**src/rtl/pwm_sync_pkg.sv**
```systemverilog
package pwm_sync_pkg;

  // Number of candidate sync lines and width of their selector
  localparam int unsigned SRC_N = 8;
  localparam int unsigned SEL_W = $clog2(SRC_N);

  typedef logic [SEL_W-1:0] src_sel_t;

  // Active edge test: pol=1 rising, pol=0 falling
  function automatic logic edge_hit(input logic pol, input logic now_v, input logic prev_v);
    return pol ? (now_v & ~prev_v) : (~now_v & prev_v);
  endfunction

  // Level seen on the output pin for an internal "active" flag
  function automatic logic drive_level(input logic pol, input logic active);
    return pol ? active : ~active;
  endfunction

endpackage

```
**src/rtl/sync_in_detect.sv**
```systemverilog
module sync_in_detect
  import pwm_sync_pkg::*;
#(
  parameter int unsigned LINES  = SRC_N,
  parameter int unsigned SW     = SEL_W,
  parameter int unsigned STAGES = 2
) (
  input  logic             clk,
  input  logic             rst,
  input  logic [SW-1:0]    sel,
  input  logic [LINES-1:0] lines,
  input  logic             pol,
  output logic             edge_o
);

  logic picked;
  logic [STAGES:0] stage_q;   // [STAGES-1:0] synchronizer, [STAGES] edge history

  always_comb begin
    picked = 1'b0;
    for (int i = 0; i < LINES; i++) begin
      if (SW'(i) == sel) picked = lines[i];
    end
  end

  genvar g;
  generate
    for (g = 0; g <= STAGES; g++) begin : g_stage
      if (g == 0) begin : g_first
        always_ff @(posedge clk) begin
          if (rst) stage_q[0] <= 1'b0;
          else     stage_q[0] <= picked;
        end
      end else begin : g_next
        always_ff @(posedge clk) begin
          if (rst) stage_q[g] <= 1'b0;
          else     stage_q[g] <= stage_q[g-1];
        end
      end
    end
  endgenerate

  assign edge_o = edge_hit(pol, stage_q[STAGES-1], stage_q[STAGES]);

endmodule

```
**src/rtl/period_counter.sv**
```systemverilog
module period_counter #(
  parameter int unsigned CNT_W = 16
) (
  input  logic             clk,
  input  logic             rst,
  input  logic [CNT_W-1:0] period_i,
  input  logic             ext_restart,
  output logic [CNT_W-1:0] count_o,
  output logic             roll_o
);

  logic [CNT_W-1:0] count_q;
  logic             roll_q;
  logic             at_end;
  logic             restart;

  assign at_end  = (count_q >= period_i);
  assign restart = at_end | ext_restart;   // one restart even if both coincide

  always_ff @(posedge clk) begin
    if (rst) begin
      count_q <= '0;
      roll_q  <= 1'b0;
    end else begin
      roll_q  <= restart;
      if (restart) count_q <= '0;
      else         count_q <= count_q + 1'b1;
    end
  end

  assign count_o = count_q;
  assign roll_o  = roll_q;

endmodule

```
**src/rtl/sync_out_pulse.sv**
```systemverilog
module sync_out_pulse
  import pwm_sync_pkg::*;
#(
  parameter int unsigned PULSE_CYC = 25
) (
  input  logic clk,
  input  logic rst,
  input  logic en,
  input  logic pol,
  input  logic start,
  output logic pin_o
);

  localparam int unsigned PW = $clog2(PULSE_CYC + 1);

  logic [PW-1:0] left_q;
  logic          act_q;

  always_ff @(posedge clk) begin
    if (rst) begin
      left_q <= '0;
      act_q  <= 1'b0;
    end else begin
      act_q <= en & (start | (left_q > PW'(1)));
      if (!en)                 left_q <= '0;
      else if (start)          left_q <= PW'(PULSE_CYC);
      else if (left_q != '0)   left_q <= left_q - 1'b1;
    end
  end

  assign pin_o = drive_level(pol, act_q);

endmodule

```
**src/rtl/pwm_sync_timebase.sv**
```systemverilog
module pwm_sync_timebase
  import pwm_sync_pkg::*;
#(
  parameter int unsigned CNT_W     = 16,
  parameter int unsigned PULSE_CYC = 25,
  parameter int unsigned LINES     = SRC_N,
  parameter int unsigned SW        = SEL_W
) (
  input  logic             clk,
  input  logic             rst,
  input  logic [CNT_W-1:0] period_i,
  input  logic             sync_in_en,
  input  logic             sync_out_en,
  input  logic             sync_pol,
  input  logic [SW-1:0]    sync_sel,
  input  logic [LINES-1:0] sync_lines,
  output logic [CNT_W-1:0] count_o,
  output logic             rollover_o,
  output logic             sync_out
);

  logic edge_seen;
  logic ext_hit;

  sync_in_detect #(
    .LINES (LINES),
    .SW    (SW),
    .STAGES(2)
  ) u_detect (
    .clk   (clk),
    .rst   (rst),
    .sel   (sync_sel),
    .lines (sync_lines),
    .pol   (sync_pol),
    .edge_o(edge_seen)
  );

  assign ext_hit = sync_in_en & edge_seen;

  period_counter #(
    .CNT_W(CNT_W)
  ) u_counter (
    .clk        (clk),
    .rst        (rst),
    .period_i   (period_i),
    .ext_restart(ext_hit),
    .count_o    (count_o),
    .roll_o     (rollover_o)
  );

  sync_out_pulse #(
    .PULSE_CYC(PULSE_CYC)
  ) u_pulse (
    .clk  (clk),
    .rst  (rst),
    .en   (sync_out_en),
    .pol  (sync_pol),
    .start(rollover_o),
    .pin_o(sync_out)
  );

endmodule

```
**config.mk**
```make
export PLATFORM = sky130hd
export DESIGN_NAME = pwm_sync_timebase
export DESIGN_NICKNAME = d
export VERILOG_FILES = /design/src/rtl/pwm_sync_pkg.sv /design/src/rtl/sync_in_detect.sv /design/src/rtl/period_counter.sv /design/src/rtl/sync_out_pulse.sv /design/src/rtl/pwm_sync_timebase.sv
export SDC_FILE = /design/constraint.sdc
export NUM_CORES = 1
export LEC_CHECK = 0
export ABC_AREA = 1
export BUFFER_PORTS_ARGS = -buffer_cell sky130_fd_sc_hd__buf_4
export CORE_MARGIN = 5
export CORE_UTILIZATION = 52
export CTS_CLUSTER_DIAMETER = 30
export DETAILED_ROUTE_END_ITERATION = 12
export GPL_TIMING_DRIVEN = 0
export HOLD_SLACK_MARGIN = 0.03
export PLACE_DENSITY_LB_ADDON = 0.05
export RECOVER_POWER = 25
export SETUP_SLACK_MARGIN = 0.4
export SYNTH_ARGS = -nofsm -noshare
export SYNTH_HDL_FRONTEND = slang
export SYNTH_SLANG_ARGS = --single-unit
```
**constraint.sdc**
```tcl
create_clock -name clk -period 1.8 [get_ports clk]
set_input_delay 0.18 -clock clk [delete_from_list [all_inputs] [get_ports clk]]
set_output_delay 0.18 -clock clk [all_outputs]
set_load 0.02 [all_outputs]
```
==> summary.txt, run 1 <==
Share of cells above drive strength 1: 48.2%
Startpoint types: flip-flop
CP Cell Sequence: ha_4 > nand2_2 > inv_2 > nand3_4 > nor3_4 > nand2_2 > nand4_4 > buf_12 > buf_8 > nor3_4
Number of synthesized register bits: 26
CTS root buffer: clkbuf_4
CTS sink cnt: 26
Sequential fraction of the synthesis area: 29.2%
Util after Layout: 80.8%
Std cell rows: 21
TritonCTS clock tree: yes
Cts bufs inserted: 3
IO buf count: 48
Worst skew pair latency: 0.32 ns
Largest cells by area after synthesis: dfxtp_1 29%, ha_1 13%, inv_1 9.5%
HPWL after detailed placement: 2930 um
Core area: 3340 um^2
Placer Congestion: 0.755
PD cells: 484 nW/um^2
Synthesized net count: 285
Critical path arrival: 1.93 ns
# diodes: 0
LEAKAGE: 1.19 nW
Slew @ Worst Pin: 0.632 ns
CP max FO: 5
Post-Syn Area: 1780 um^2
Syn-to-layout area delta: 51.1%
Antenna violations before repair: 0
Final WL: 4130 um
CTS Buffer Depth: 2
FMAX: 0.578 GHz
Max Cap Viol: 0
Drt pass-1 iters: 4
Critical path buffers and inverters: 3
Post-synth top flop: dfxtp_1
Tmin final: 1.73 ns
DR vias/cell: 4.84
RSZ-0062 raised after global routing: yes
Global-route wire length before repair: 6270 um
Area leader, netlist: dfxtp_1
Hold path startpoint: sync_out_en
Slowest stage delay, CP: 0.38 ns
Grt total ovfl: 0
Number of synthesized flops with an enable pin: 0
Vias in the first global route: 1,499
Commonest non-fill, non-tap cell in the layout: buf_4
Setup TNS: 0 ns
R2r startpoint: u_counter.count_o[11]
GRT Total Usage: 17.4%
Post-CTS Hold Buffers: 0
Commonest cells after routing, fill and taps aside: 58 x buf_4, 41 x inv_1, 26 x nand2_1
Crit-path leading delay family: simple AND/OR/NAND/NOR gates
DRC errors left: 0
I/O pin total: 50
Final Cycle Share: 96.1%
Max VDD drop: 0.408 mV
Slew HR: 57.8%
Placed cell area: 2370 um^2
Post-route ant nets: 0
Crit. End Element: flip-flop
Starting Density: 53.5%
Nets: 353
Required time worst endpoint: 2.00 ns
Crit path from: u_counter.count_o[11]
Synth warn: 0
Mean cell area of the mapped netlist: 7.62 um^2
H-tree depth reported by CTS: 1
CP max-delay cell: dfxtp_4
Chip Width: 68.6 um
Min-delay worst type: input pin to flip-flop
Top cell type's share of synthesized area: 29.2%
Endpoints failing hold: 0
Initial drt markers: 44
Total die area: 4700 um^2
Synth async-reset ratio: 0%
Unique masters post-synth: 29
Hold slack: 0.161 ns
Avg WL per Cell: 11.9 um
Final setup viols: 0
Largest net degree at the start of global routing: 15
Critical path class: flip-flop to flip-flop
Clock transition at the registers of the reported paths: 0.13 ns
Vias: 1,681
Slew Limit Fails: 0
Status: finished, final reports clean
Mapped Cells: 234
Post-route cell area: 2700 um^2
Final worst clock skew: 0.00826 ns
Die Ht: 68.6 um
==> layer usage <==
metal | GRT usage [%] | wire length [um]
met1 | 23.3 | 1820
met2 | 29.0 | 2070
met3 | 1.62 | 205
met4 | 5.96 | 36
met5 | 0 | 0
==> synth_stat cells (3+ instances only) <==
cell type  instances
nor3_1            10
a21oi_1           10
nor3_2            13
xor2_1             8
nand4_1            3
nand3_1            6
o21ai_0            7
inv_2              3
ha_1              19
nand2_1           37
nor2_1            19
xnor2_1            7
dfxtp_1           26
inv_1             45
==> registers in the layout, indices dropped and copies added, names as in the netlist <==
| signal | cells |
|---|---|
| u_counter.roll_o | 1 |
| u_pulse.act_q | 1 |
| u_pulse.left_q | 5 |
| u_detect.stage_q | 3 |
| u_counter.count_o | 16 |
==> layout make-up <==
type	instances	area (um^2)
Multi-Input combinational cell	157	1310
Fill cell	219	642
Tap cell	46	57.6
Buffer	3	22.5
Sequential cell	26	566
Clock buffer	4	36.3
Timing Repair Buffer	63	522
Inverter	48	183
==> power by group <==
group,switching [mW],internal (mW)
Combinational,0.197,0.198
Clock,0.174,0.124
Sequential,0.0224,0.589
Total,0.393,0.910
==> metrics by stage <==
step | total power [mW] | std cells | setup slack (ns)
floorplan | 0.807 | 234 | 0.312
global placement | 0.906 | 328 | 0.162
detailed placement | 0.912 | 328 | 0.135
CTS | 1.24 | 337 | 0.138
global route | 1.38 | 347 | 0.0152
finish | 1.30 | 347 | 0.0703
==> worst paths after layout <==
check	slack (ns)	depth (start not counted)	endpoint
max reg2reg	0.07	10	u_counter.count_o[10]
min	0.16	3	u_pulse.left_q[4]
max	0.07	10	u_counter.count_o[10]
min reg2reg	0.42	2	u_detect.stage_q[1]
==> kinds of logic after synthesis <==
group	share of synthesized area (%)
compound gates	7.64
simple gates	31.0
xor+xnor	7.36
buf+inv	11.5
fa+ha+maj	13.3
flops	29.2
==> worst reg2reg max path, cell delays in order, from the launching register on <==
cell and delay, ns:
dfxtp_4 0.38, ha_4 0.27, nand2_2 0.05, inv_2 0.07, nand3_4 0.07, nor3_4 0.23
nand2_2 0.11, nand4_4 0.14, buf_12 0.12, buf_8 0.12, nor3_4 0.05
==> timing repair <==
action                                  CTS  global route
gates cloned                              1             0
endpoints found under the setup margin   19            20
setup buffers                             4            10
endpoints found under the hold margin     0             0
pin swaps                                 6            10
resized for setup                        11            27
Note: power is estimated with default switching activity, not from simulation.
==> run 2, diff against run 1 <==
--- a/config.mk
+++ b/config.mk
@@ -5,10 +5,9 @@
 export SDC_FILE = /design/constraint.sdc
 export NUM_CORES = 1
 export LEC_CHECK = 0
-export ABC_AREA = 1
 export BUFFER_PORTS_ARGS = -buffer_cell sky130_fd_sc_hd__buf_4
 export CORE_MARGIN = 5
-export CORE_UTILIZATION = 52
+export CORE_UTILIZATION = 51
 export CTS_CLUSTER_DIAMETER = 30
 export DETAILED_ROUTE_END_ITERATION = 12
 export GPL_TIMING_DRIVEN = 0
==> run 2 against run 1 <==
  * The flow now finishes with violations (negative setup slack)
  * Die area down 6.4%
  * Global-route usage up 0.32 points
  * First-iteration DRC count down 20%
  * Via count down 9.6%
  * Sequential share of layout area up 3.1 points
  * Sequential power about the same
  * Final area down 16%
  * Clock power up 38%
  * Sequential cell count unchanged
  * Area after synthesis down 9.3%
  * Largest cell class unchanged
  * Largest power group unchanged
==> summary.txt, run 2 <==
Worst reg-to-reg setup slack: -0.02 ns (was 0.07 ns)
Global-route wire length before repair: 6180 um (was 6270 um)
Worst R2R Path Depth: 5 (was 10)
Post-route cell area: 2270 um^2 (was 2700 um^2)
PD cells: 581 nW/um^2 (was 484 nW/um^2)
Met3 Track Usage GR: 3.23% (was 1.62%)
Endpoints failing hold: 0 (unchanged)
Tmin final: 1.82 ns (was 1.73 ns)
Antenna violations before repair: 0 (unchanged)
Slew @ Worst Pin: 0.317 ns (was 0.632 ns)
Synth async-reset ratio: 0% (unchanged)
Slew HR: 78.7% (was 57.8%)
Clock transition at the registers of the reported paths: 0.14 ns (was 0.13 ns)
Hold path startpoint: sync_sel[1] (was sync_out_en)
Sequential fraction of the synthesis area: 32.1% (was 29.2%)
Critical path buffers and inverters: 0 (was 3)
CP max FO: 4 (was 5)
Failing checks: negative setup slack
GRT Total Usage: 17.7% (was 17.4%)
Reg2reg end: u_counter.roll_o (was u_counter.count_o[10])
Max VDD drop: 0.379 mV (was 0.408 mV)
Unique masters post-synth: 37 (was 29)
Largest net degree at the start of global routing: 16 (was 15)
Startpoint types: flip-flop (unchanged)
Grt total ovfl: 0 (unchanged)
Top cell type's share of synthesized area: 32.1% (was 29.2%)
Slew Limit Fails: 0 (unchanged)
Setup slack at placement: -0.158 ns (was 0.135 ns)
TritonCTS clock tree: yes (unchanged)
Initial drt markers: 35 (was 44)
Hold Path End: u_detect.stage_q[0] (was u_pulse.left_q[4])
Max Cap Viol: 0 (unchanged)
DR vias/cell: 5.12 (was 4.84)
Worst skew pair latency: 0.33 ns (was 0.32 ns)
Final setup viols: 2 (was 0)
Post-synth top flop: dfxtp_1 (unchanged)
HPWL after detailed placement: 2980 um (was 2930 um)
Mapped Cells: 191 (was 234)
Chip Width: 66.3 um (was 68.6 um)
Crit. End Element: flip-flop (unchanged)
Required time worst endpoint: 2.04 ns (was 2.00 ns)
DRC errors left: 0 (unchanged)
Min-delay worst type: input pin to flip-flop (unchanged)
# diodes: 0 (unchanged)
Post-synth top cells: 26 x dfxtp_1, 26 x nor2_1, 22 x inv_1, 22 x nand2_1, 19 x ha_1 (was 45 x inv_1, 37 x nand2_1, 26 x dfxtp_1)
Vias: 1,520 (was 1,681)
Status: complete, but fails checks (was finished, final reports clean)
Share of cells above drive strength 1: 35.6% (was 48.2%)
Area leader, netlist: dfxtp_1 (unchanged)
FMAX: 0.550 GHz (was 0.578 GHz)
IO buf count: 49 (was 48)
Placer Congestion: 0.764 (was 0.755)
Placed cell area: 2090 um^2 (was 2370 um^2)
Syn-to-layout area delta: 40.4% (was 51.1%)
R2r startpoint: u_counter.count_o[5] (was u_counter.count_o[11])
CTS root buffer: clkbuf_4 (unchanged)
CTS Buffer Depth: 2 (unchanged)
LEAKAGE: 1.10 nW (was 1.19 nW)
CP max-delay cell: dfxtp_4 (unchanged)
Post-route ant nets: 0 (unchanged)
Critical path class: flip-flop to flip-flop (unchanged)
Starting Density: 53.0% (was 53.5%)
Met1 usage: 17.9% (was 23.3%)
CP Cell Sequence: ha_4 > a22o_1 > o41ai_2 > a41oi_2 > o31a_1 (was ha_4 > nand2_2 > inv_2 > nand3_4 > nor3_4 > nand2_2 > nand4_4 > buf_12 > buf_8 > nor3_4)
Synthesized net count: 242 (was 285)
Synth warn: 0 (unchanged)
Die Ht: 66.3 um (was 68.6 um)
Met2 Track Usage GR: 34.3% (was 29.0%)
Final setup margin: -0.0193 ns (was 0.0703 ns)
Number of synthesized flops with an enable pin: 0 (unchanged)
Vias in the first global route: 1,567 (was 1,499)
Mean cell area of the mapped netlist: 8.48 um^2 (was 7.62 um^2)
Final Cycle Share: 101% (was 96.1%)
Crit-path leading delay family: compound AO/OA/AOI/OAI gates (was simple AND/OR/NAND/NOR gates)
Largest register FFs: 16 (unchanged)
Critical path arrival: 2.06 ns (was 1.93 ns)
Total die area: 4400 um^2 (was 4700 um^2)
Slowest stage delay, CP: 0.39 ns (was 0.38 ns)
RSZ-0062 raised after global routing: yes (unchanged)
H-tree depth reported by CTS: 1 (unchanged)
Post-Syn Area: 1620 um^2 (was 1780 um^2)
Final worst clock skew: 0.00623 ns (was 0.00826 ns)
Avg WL per Cell: 12.8 um (was 11.9 um)
Cts bufs inserted: 3 (unchanged)
Most Crowded Layer GR: met2 (unchanged)
Hold Crit Depth: 3 (unchanged)
Core area: 3050 um^2 (was 3340 um^2)
Nets: 305 (was 353)
Std cell rows: 20 (was 21)
Final WL: 3810 um (was 4130 um)
Number of synthesized register bits: 26 (unchanged)
Largest cells by area after synthesis: dfxtp_1 32%, ha_1 15%, nor2_1 6.0% (was dfxtp_1 29%, ha_1 13%, inv_1 9.5%)
Commonest cells after routing, fill and taps aside: 57 x buf_4, 24 x nor2_1, 21 x nand2_1 (was 58 x buf_4, 41 x inv_1, 26 x nand2_1)
CTS sink cnt: 26 (unchanged)
I/O pin total: 50 (unchanged)
Commonest non-fill, non-tap cell in the layout: buf_4 (unchanged)
Drt pass-1 iters: 4 (unchanged)
-- run 2: worst min-delay path: cells and delay by family --
| family | cells | cell delay, ns |
|---|---|---|
| buffers and inverters | 1 | 0.08 |
| and+or+nand+nor | 1 | 0.10 |
| muxes | 1 | 0.07 |
-- run 2: logic make-up after synthesis --
group | after synthesis | share of synthesized area (%)
and+or+nand+nor | 81 | 24.7
xor gates and xnor gates | 16 | 8.66
DFF | 26 | 32.1
adders and majority gates | 19 | 14.7
AOI/OAI and AO/OA | 22 | 10.3
buffers and inverters | 24 | 6.10
muxes | 3 | 3.40
-- run 2: metrics by stage --
stage	instances	hold WS, ns	utilization, %	TNS [ns]	power [mW]
6_report	297	0.127	74.5	-0.0224	1.32
3_3_place_gp	284	0.405	68.5	-1.39	0.844
2_1_floorplan	191	0.252	-	0	0.756
5_1_grt	297	0.131	74.5	-0.756	1.40
3_5_place_dp	284	0.402	68.5	-1.56	0.863
4_1_cts	291	0.0302	71.8	-0.0740	1.29
-- run 2: area by class of cell --
| class | count | area, um^2 |
|---|---|---|
| inverters | 22 | 82.6 |
| flip-flops and latches | 26 | 547 |
| well taps | 44 | 55.1 |
| fillers | 237 | 779 |
| repair buffers | 58 | 434 |
| multi-input cells | 141 | 1080 |
| clock inverters | 1 | 30.0 |
| clock buffers | 3 | 22.5 |
| plain buffers | 2 | 18.8 |
-- run 2: layer usage --
metal / wire, um / part of all wire, % / vias to the layer above
met4: 48 / 1.3 / 0
met5: 0 / 0 / -
li1: - / - / 784
met3: 184 / 4.8 / 5
met1: 1540 / 40 / 691
met2: 2040 / 53 / 40
-- run 2: worst max path at each step --
stage	start	slack, ns	depth (start not counted)	to
2_1_floorplan	u_counter.count_o[5]	0.04	5	u_counter.roll_o
3_3_place_gp	u_counter.count_o[5]	-0.15	5	u_counter.roll_o
3_5_place_dp	u_counter.count_o[5]	-0.16	5	u_counter.roll_o
4_1_cts	u_counter.count_o[5]	-0.04	5	u_counter.roll_o
5_1_grt	u_counter.count_o[5]	-0.08	6	u_counter.count_o[7]
6_report	u_counter.count_o[5]	-0.02	5	u_counter.roll_o
-- run 2: timing repair --
| item | 4_1_cts | 5_1_grt |
|---|---|---|
| endpoints found under the setup margin | 19 | 19 |
| resized for setup | 9 | 9 |
| pin swaps | 2 | 4 |
| hold endpoints to repair | 0 | 3 |
| hold buffers | 0 | 1 |
| cloned | 0 | 0 |
| setup buffers | 3 | 5 |
-- run 2: where the power goes --
group	leakage [nW]	switching, mW	internal, mW
clock	0.0279	0.185	0.225
combinational	0.851	0.136	0.166
sequential	0.217	0.0185	0.592
